[src/rtl/irq_seq_pkg.sv]
package irq_seq_pkg;
  typedef enum logic [3:0] {
    ST_IDLE,
    ST_E_PUSH_PC, ST_E_PUSH_SR, ST_E_VEC_RD, ST_E_VEC_CAP, ST_E_PC_LD, ST_E_GO,
    ST_R_POP_SR, ST_R_POP_PC, ST_R_PC_LD, ST_R_SETTLE, ST_R_GO
  } seq_state_e;
endpackage

[src/rtl/irq_prio_pick.sv]
module irq_prio_pick #(
  parameter int NSRC = 16,
  parameter int IW   = $clog2(NSRC)
) (
  input  logic            clk,
  input  logic            rst_n,
  input  logic [NSRC-1:0] pend,
  output logic            any,
  output logic [IW-1:0]   idx
);
  always_comb begin
    idx = '0;
    for (int i = 0; i < NSRC; i++) begin
      if (pend[i]) idx = IW'(i);
    end
  end

  assign any = |pend;

  AST_PICK_HIGHEST: assert property (@(posedge clk) disable iff (!rst_n)
    any |-> ((pend >> idx) == NSRC'(1)));
endmodule

[src/rtl/irq_seq_ctrl.sv]
module irq_seq_ctrl
  import irq_seq_pkg::*;
#(
  parameter int              NSRC        = 16,
  parameter int              DW          = 16,
  parameter int              IW          = $clog2(NSRC),
  parameter logic [DW-1:0]   VEC_BASE    = 16'hFFE0,
  parameter logic [NSRC-1:0] SINGLE_MASK = 16'h00FF
) (
  input  logic            clk,
  input  logic            rst_n,
  input  logic            start_ent,
  input  logic            start_ret,
  input  logic [IW-1:0]   src_idx,
  input  logic [DW-1:0]   pc_in,
  input  logic [DW-1:0]   sr_in,
  input  logic [DW-1:0]   sp_in,
  input  logic [DW-1:0]   mem_rdata,
  output logic [NSRC-1:0] irq_clr,
  output logic [DW-1:0]   pc_out,
  output logic            pc_we,
  output logic [DW-1:0]   sr_out,
  output logic            sr_we,
  output logic [DW-1:0]   sp_out,
  output logic            sp_we,
  output logic            mem_en,
  output logic            mem_we,
  output logic [DW-1:0]   mem_addr,
  output logic [DW-1:0]   mem_wdata,
  output logic            busy,
  output logic            fetch_go
);
  localparam logic [DW-1:0] WSTEP = DW'(2);

  seq_state_e state_q, state_d;
  logic [IW-1:0] idx_q;
  logic [DW-1:0] pc_q, sr_q, sp_q, vec_q;

  always_comb begin
    state_d = state_q;
    unique case (state_q)
      ST_IDLE: begin
        if (start_ret)      state_d = ST_R_POP_SR;
        else if (start_ent) state_d = ST_E_PUSH_PC;
      end
      ST_E_PUSH_PC: state_d = ST_E_PUSH_SR;
      ST_E_PUSH_SR: state_d = ST_E_VEC_RD;
      ST_E_VEC_RD:  state_d = ST_E_VEC_CAP;
      ST_E_VEC_CAP: state_d = ST_E_PC_LD;
      ST_E_PC_LD:   state_d = ST_E_GO;
      ST_R_POP_SR:  state_d = ST_R_POP_PC;
      ST_R_POP_PC:  state_d = ST_R_PC_LD;
      ST_R_PC_LD:   state_d = ST_R_SETTLE;
      ST_R_SETTLE:  state_d = ST_R_GO;
      default:      state_d = ST_IDLE;
    endcase
  end

  always_ff @(posedge clk or negedge rst_n) begin
    if (!rst_n) begin
      state_q <= ST_IDLE;
      idx_q   <= '0;
      pc_q    <= '0;
      sr_q    <= '0;
      sp_q    <= '0;
      vec_q   <= '0;
    end else begin
      state_q <= state_d;
      if (state_q == ST_IDLE) begin
        idx_q <= src_idx;
        pc_q  <= pc_in;
        sr_q  <= sr_in;
        sp_q  <= sp_in;
      end
      if (state_q == ST_E_VEC_CAP) vec_q <= mem_rdata;
    end
  end

  always_comb begin
    pc_out = '0; pc_we = 1'b0;
    sr_out = '0; sr_we = 1'b0;
    sp_out = '0; sp_we = 1'b0;
    mem_en = 1'b0; mem_we = 1'b0; mem_addr = '0; mem_wdata = '0;
    unique case (state_q)
      ST_E_PUSH_PC: begin
        mem_en = 1'b1; mem_we = 1'b1;
        mem_addr = sp_q - WSTEP; mem_wdata = pc_q;
      end
      ST_E_PUSH_SR: begin
        mem_en = 1'b1; mem_we = 1'b1;
        mem_addr = sp_q - 2 * WSTEP; mem_wdata = sr_q;
        sp_we = 1'b1; sp_out = sp_q - 2 * WSTEP;
      end
      ST_E_VEC_RD: begin
        mem_en = 1'b1;
        mem_addr = VEC_BASE + (DW'(idx_q) << 1);
        sr_we = 1'b1; sr_out = '0;
      end
      ST_E_PC_LD: begin
        pc_we = 1'b1; pc_out = vec_q;
      end
      ST_R_POP_SR: begin
        mem_en = 1'b1; mem_addr = sp_q;
      end
      ST_R_POP_PC: begin
        mem_en = 1'b1; mem_addr = sp_q + WSTEP;
        sr_we = 1'b1; sr_out = mem_rdata;
      end
      ST_R_PC_LD: begin
        pc_we = 1'b1; pc_out = mem_rdata;
        sp_we = 1'b1; sp_out = sp_q + 2 * WSTEP;
      end
      default: ;
    endcase
  end

  for (genvar g = 0; g < NSRC; g++) begin : g_clr
    if (SINGLE_MASK[g]) begin : g_single
      assign irq_clr[g] = (state_q == ST_E_VEC_RD) && (idx_q == IW'(g));
    end else begin : g_multi
      assign irq_clr[g] = 1'b0;
    end
  end

  assign busy     = (state_q != ST_IDLE);
  assign fetch_go = (state_q == ST_E_GO) || (state_q == ST_R_GO);

  AST_ENTRY_NEEDS_BOUNDARY: assert property (@(posedge clk) disable iff (!rst_n)
    (state_q == ST_E_PUSH_PC) |-> $past(start_ent) && !$past(busy));
  AST_PUSH_DESCENDS: assert property (@(posedge clk) disable iff (!rst_n)
    (mem_we && $past(mem_we)) |-> (mem_addr == $past(mem_addr) - WSTEP));
  AST_CLR_ONEHOT: assert property (@(posedge clk) disable iff (!rst_n)
    $onehot0(irq_clr));
  AST_CLR_WITH_SR_ZERO: assert property (@(posedge clk) disable iff (!rst_n)
    (|irq_clr) |-> (sr_we && sr_out == '0));
  AST_PC_AFTER_SR: assert property (@(posedge clk) disable iff (!rst_n)
    pc_we |-> ($past(sr_we) || $past(sr_we, 2)));
  AST_ENTRY_LEN: assert property (@(posedge clk) disable iff (!rst_n)
    (fetch_go && state_q == ST_E_GO) |-> $past(start_ent && !busy, 6));
  AST_IDLE_QUIET: assert property (@(posedge clk) disable iff (!rst_n)
    !busy |-> !mem_en && !pc_we && !sr_we && !sp_we);
endmodule

[src/rtl/irq_entry_seq.sv]
module irq_entry_seq #(
  parameter int              NSRC        = 16,
  parameter int              DW          = 16,
  parameter logic [DW-1:0]   VEC_BASE    = 16'hFFE0,
  parameter int              GIE_BIT     = 3,
  parameter logic [NSRC-1:0] SINGLE_MASK = 16'h00FF
) (
  input  logic            clk,
  input  logic            rst_n,
  input  logic [NSRC-1:0] irq_req,
  input  logic [NSRC-1:0] irq_en,
  output logic [NSRC-1:0] irq_clr,
  input  logic            insn_done,
  input  logic            reti_cmd,
  input  logic [DW-1:0]   pc_in,
  input  logic [DW-1:0]   sr_in,
  input  logic [DW-1:0]   sp_in,
  output logic [DW-1:0]   pc_out,
  output logic            pc_we,
  output logic [DW-1:0]   sr_out,
  output logic            sr_we,
  output logic [DW-1:0]   sp_out,
  output logic            sp_we,
  output logic            mem_en,
  output logic            mem_we,
  output logic [DW-1:0]   mem_addr,
  output logic [DW-1:0]   mem_wdata,
  input  logic [DW-1:0]   mem_rdata,
  output logic            busy,
  output logic            fetch_go
);
  localparam int IW = $clog2(NSRC);

  logic          any_pend;
  logic [IW-1:0] win_idx;
  logic          start_ent, start_ret;

  irq_prio_pick #(.NSRC(NSRC), .IW(IW)) u_pick (
    .clk  (clk),
    .rst_n(rst_n),
    .pend (irq_req & irq_en),
    .any  (any_pend),
    .idx  (win_idx)
  );

  assign start_ret = insn_done && reti_cmd && !busy;
  assign start_ent = insn_done && !reti_cmd && any_pend && sr_in[GIE_BIT] && !busy;

  irq_seq_ctrl #(
    .NSRC(NSRC), .DW(DW), .IW(IW), .VEC_BASE(VEC_BASE), .SINGLE_MASK(SINGLE_MASK)
  ) u_ctrl (
    .clk      (clk),
    .rst_n    (rst_n),
    .start_ent(start_ent),
    .start_ret(start_ret),
    .src_idx  (win_idx),
    .pc_in    (pc_in),
    .sr_in    (sr_in),
    .sp_in    (sp_in),
    .mem_rdata(mem_rdata),
    .irq_clr  (irq_clr),
    .pc_out   (pc_out),
    .pc_we    (pc_we),
    .sr_out   (sr_out),
    .sr_we    (sr_we),
    .sp_out   (sp_out),
    .sp_we    (sp_we),
    .mem_en   (mem_en),
    .mem_we   (mem_we),
    .mem_addr (mem_addr),
    .mem_wdata(mem_wdata),
    .busy     (busy),
    .fetch_go (fetch_go)
  );

  AST_ACCEPT_NEEDS_GIE: assert property (@(posedge clk) disable iff (!rst_n)
    ($rose(busy) && !$past(reti_cmd)) |-> ($past(sr_in[GIE_BIT]) && $past(insn_done)));
endmodule

[config.mk]
export PLATFORM = sky130hd
export DESIGN_NAME = irq_entry_seq
export DESIGN_NICKNAME = d
export VERILOG_FILES = /design/src/rtl/irq_seq_pkg.sv /design/src/rtl/irq_prio_pick.sv /design/src/rtl/irq_seq_ctrl.sv /design/src/rtl/irq_entry_seq.sv
export SDC_FILE = /design/constraint.sdc
export NUM_CORES = 1
export LEC_CHECK = 0
export ABC_AREA = 1
export BUFFER_PORTS_ARGS = -buffer_cell sky130_fd_sc_hd__buf_4
export CELL_PAD_IN_SITES_DETAIL_PLACEMENT = 0
export CELL_PAD_IN_SITES_GLOBAL_PLACEMENT = 1
export CORE_MARGIN = 2
export CORE_UTILIZATION = 34
export DETAILED_ROUTE_END_ITERATION = 8
export HOLD_SLACK_MARGIN = 0.15
export PLACE_DENSITY = 0.91
export SLEW_MARGIN = 20
export SYNTH_ARGS = -nofsm -noshare
export SYNTH_HDL_FRONTEND = slang
export SYNTH_HIERARCHICAL = 1
export SYNTH_SLANG_ARGS = --single-unit
export TNS_END_PERCENT = 50
[constraint.sdc]
create_clock -name clk -period 3.55 [get_ports clk]
set_input_delay 0.71 -clock clk [delete_from_list [all_inputs] [get_ports clk]]
set_output_delay 0.71 -clock clk [all_outputs]
set_load 0.01 [all_outputs]
After elaboration in Yosys (flattened, before gate mapping). Cells that the tools add are included.

Add/sub/neg operators: 5. Equal/unequal tests: 19. Mux-type cells: 28. Bitwise operators: 1. Reduce and logical (&&, ||, !) cells: 26.

Operators by type and width (number): case mux 16 bit (2 select lines) (3); case mux 16 bit (5 select lines) (1); 2-to-1 mux 4 bit (10); case mux 4 bit (10 select lines) (1); equality test 4 x 3 -> 1 bit, second input constant (8); adder 16 x 2 -> 16 bit, second input constant (1); adder 16 x 3 -> 16 bit, second input constant (1); bitwise AND 16 bit (1); equality test 4 x 2 -> 1 bit, second input constant (4); equality test 4 bit, second input constant (4); 2-to-1 mux 16 bit (1); OR reduction 16 bit (1); subtractor 16 x 2 -> 16 bit, second input constant (1); subtractor 16 x 3 -> 16 bit, second input constant (1); logical AND 1 bit (14); 2-to-1 mux 3 bit (4); equality test 4 x 1 -> 1 bit, second input constant (2); zero test 4 bit (2); OR reduction 2 bit (4); adder 6 x 6 -> 7 bit, first input constant (1); 2-to-1 mux 1 bit (6); OR reduction 5 bit (1); 2-to-1 mux 2 bit (2); nonzero test 4 bit (1); other kinds (3) (4).

Register bits: 72. Input port bits: 100.

Depth between registers and ports, before layout.
Depth after elaboration: 16. Mapped depth: 19. Mapped depth without buffers: 19.

Hierarchy. Netlist, hierarchy kept.

By module, submodules not included: irq_seq_ctrl (times used 1, cells an instance 804, area an instance 5295.1 sq um, seq. area each 1801.7 sq um); irq_prio_pick (times used 1, cells an instance 48, area an instance 191.4 sq um, seq. area each 0.0 sq um); irq_entry_seq (times used 1, cells an instance 39, area an instance 147.6 sq um, seq. area each 0.0 sq um).

Worst setup path after synthesis. OpenSTA, ideal clock, no wires.

Path kind: flip-flop to output port. From: register u_ctrl.state_q[0]. To: output port mem_addr[7]. Arrival time: 2.233 ns. Data required time: 2.840 ns. Setup slack: 0.607 ns. Cell stages (with the launch flop): 13. Path buffers: 2. Cell sequence: dfrtp_1 nor2_2 nand2_1 buf_4 buf_2 ha_1 nand2_1 inv_1 nand2_1 nand3_1 or2_2 nand3_1 nand3_1.

Longest elaborated chain between the ends: 2. Elaborated cells between the ends (all ways): 6. Those cells by class: 5 x eq/ne; 1 x mux.

RTL lines: from (decl) (RTL line irq_seq_ctrl.sv:35) `seq_state_e state_q, state_d;`; from (signal assigned) (RTL line irq_seq_ctrl.sv:68) `state_q <= state_d;`; equality test 4 bit (tied with other cells) (RTL line irq_seq_ctrl.sv:84) `unique case (state_q)`; case mux 16 bit (5 select lines) * (RTL line irq_seq_ctrl.sv:84); to (decl) (RTL line irq_entry_seq.sv:26) `output logic [DW-1:0] mem_addr,`.

Mark *: on every way between the ends. The rest lies on a longest branch, timed or not.

Worst setup path after layout. Ends and elaborated chain as after synthesis.

==> results.toml <==
[floorplan]
core_um2 = 16410
die_area_um2 = 17620
io-pin-count = 203
die_w_um = 132.7
fp-row-count = 47
die_h_um = 132.7
initial_core_util_pct = 34.34

[timing]
max_freq_mhz = 297.3
finalMaxSlewViolations = 0
rsz0062_at_grt = "no"
fin_ws_ns = 0.1859
relSlewSlack_pct = 36.07
hold_viol_final = 0
min_period_ns = 3.364
final.period_utilization_pct = 94.76
fin_setup_tns_ns = 0
fin_skew_ns = 0.01131
finalSetupViolations = 0
tightestPinTransition_ns = 0.9590

[clock_tree]
clk-insertion-delay-late_ns = 0.33
htree_levels = 3
postCtsSetupBuffers = 0
clock_path_buffers = 2
cts_tree = "done"
cts_sinks = 72
clockRootBuffer = "clkbuf_16"
ctsHoldBuffers = 0
numCtsBuffers = 9
clkSlewWorstSetupHoldPaths_ns = 0.05

[synthesis]
synth_common_cells = "323 x nand2_1, 120 x inv_1, 72 x dfrtp_1, 71 x o21ai_0, 66 x nand3_1"
synth_area_um2 = 5634
yosys_warnings = 6
seq_area_frac_synth_pct = 31.98
synth-async-reset-ratio_pct = 100.0
yosysTopAreaCell = "dfrtp_1"
synth.distinct_cells = 33
syn_avg_cell_area_um2 = 6.323
synth_edf_count = 0
syn-instance-count = 891
yosysMostFrequentCell = "nand2_1"
yosys_register_bits = 72
synthTopCellsByArea = "dfrtp_1 32%, nand2_1 22%, inv_1 8.0%, o21ai_0 6.3%, nand3_1 5.9%"
synth_top_area_share_pct = 31.98
synth_ff_type = "dfrtp_1"

[layout]
diodes = 0
area_delta_synth_final_pct = 33.87
nets = 1190
drive_above_1_share_pct = 23.23

[routing]
drt_iter0_drc = 394
ant_nets = 0
vias_per_cell = 4.833
routed_wl_um = 18250
drtPass1Iterations = 5
drcViolationCount = 0
routedWlPerCell_um = 14.08
vias = 6263

[worst_setup_path]
worstPathRequired_ns = 2.84
critical_path_class = "flip-flop to primary output"
worstPathArrival_ns = 2.65
crit_fanout = 20
r2r_end = "u_ctrl/sr_q[7]"
reg2reg_depth = 7
endpoint_kind = "primary output"
crit_chain = "nor2_4 -> nand2_1 -> buf_4 -> ha_1 -> nand2_1 -> inv_1 -> nand2_1 -> nand3_1 -> or2_2 -> nand3_1 -> nand3_1 -> buf_4"
rr_startpoint = "u_ctrl/state_q[2]"
worstPathBufferInverterCount = 3
worst_path_dominant_cell_family = "simple AND/OR/NAND/NOR gates"
rrSetupSlack_ns = 0.97
cpPeakStageDelay_ns = 0.44
cp_slowest_cell = "dfrtp_1"
crit_path_start_kind = "flip-flop"

[pwr]
vdd_drop_max_v = 0.0003440
powerDensity_nw_per_um2 = 906.7
p_leak_nw = 4.250

[place]
dp_slack_ns = 0.4948
dp_hpwl_um = 13950
numPortBuffers = 194
gp_congestion = 0.8709

[global_route]
grt_pass1_wl_um = 29680
antenna_found_initial = 0
grt_max_degree = 73
grt_pass1_vias = 5938
grt_usage_pct = 20.86
grt-ovfl-total = 0

[worst_hold_path]
hold_path.class = "flip-flop to flip-flop"
hold_end = "u_ctrl/sr_q[14]"
worstHoldStart = "u_ctrl/sr_q[14]"
min_path_cells = 2

[outcome]
status = "completed"

[flow_run]
maxCapViolations = 0
## state kept, by name, summed over array words and instances (netlist names)
signal	cells
u_ctrl/pc_q	16
u_ctrl/sp_q	16
u_ctrl/sr_q	16
u_ctrl/vec_q	16
u_ctrl/idx_q	4
u_ctrl/state_q	4
## worst max path at each step
stage	start	endpoint	slack [ns]	cells past startpoint
after floorplan	u_ctrl/state_q[0]	mem_addr[7]	0.61	12
after global placement	u_ctrl/state_q[0]	mem_addr[7]	0.52	12
after detailed placement	u_ctrl/state_q[0]	mem_addr[7]	0.49	12
after CTS	u_ctrl/state_q[0]	mem_addr[7]	0.13	12
after global routing	u_ctrl/state_q[0]	mem_addr[7]	0.006	12
final	u_ctrl/state_q[0]	mem_addr[7]	0.19	12
## cells in the final DEF (no fill, tap or decap), types with 3 or more instances in the layout
master,Yosys,layout
o21bai_1,3,3
nor4_1,3,3
nor2_4,2,3
inv_2,13,13
nor2_2,7,6
inv_1,120,120
conb_1,1,8
dfrtp_1,72,72
nand4_1,6,6
o21ai_1,6,6
ha_1,18,18
nand2_2,4,4
nand2_1,323,323
o21ai_0,71,71
o2111ai_1,3,3
clkbuf_16,0,9
nand3_1,66,66
or2_2,3,3
nor2_1,61,61
nor3_1,10,10
buf_4,11,201
a32o_1,16,16
a21oi_1,33,33
## where the power goes
group / internal (W) / total (W) / switching [W]
Sequential: 0.00124 / 0.00162 / 0.000386
Clock: 0.000660 / 0.00101 / 0.000354
Combinational: 0.00159 / 0.00420 / 0.00261
## final cells by class
| class | instances | area [µm²] |
|---|---|---|
| Clock inverter | 5 | 86.33 |
| Fill cell | 1740 | 8865 |
| Tap cell | 220 | 275.3 |
| Timing Repair Buffer | 201 | 1509 |
| Clock buffer | 11 | 252.7 |
| Sequential cell | 72 | 1802 |
| Multi-Input combinational cell | 654 | 3118 |
| Inverter | 133 | 499.2 |
## metrics by stage
stage	power (W)	area (µm²)	instances	util [%]	hold WS, ns
3_3_place_gp	0.005762	7198	1280	43.87	0.4632
6_report	0.006838	7542	1296	45.97	0.4822
3_5_place_dp	0.005821	7198	1280	43.87	0.4654
2_1_floorplan	0.004318	5660	898	-	0.4144
5_1_grt	0.007495	7542	1296	45.97	0.5017
4_1_cts	0.006870	7537	1296	45.94	0.4818
## worst min-delay path, delay by kind of cell, from the launching register on
kind / cells / cell delay, ns
flip-flops: 1 / 0.34
AND/OR/NAND/NOR: 2 / 0.12
## cell families after synthesis
group                    Yosys count  synth area share, %
flip-flops                        72                31.98
AND/OR/NAND/NOR                  491                36.31
adder cells (fa/ha/maj)           19                4.353
buffers and inverters            172                13.24
AO/OA/AOI/OAI                    134                13.75
XOR/XNOR                           2               0.3110
other                              1              0.06656
## timing repair
item,4_1_cts,5_1_grt
resized for setup,0,1
endpoints found under the setup margin,0,3
hold endpoints to repair,0,0
## routing by layer
metal	vias to the layer above	global-route usage [%]	part of all wire (%)
met5	-	0	0
met4	0	5.496	1.7
met3	23	4.981	7.4
met2	210	35.20	47
met1	2866	26.83	43
li1	3164	-	-
No activity file was read; power rests on OpenSTA's default activity.
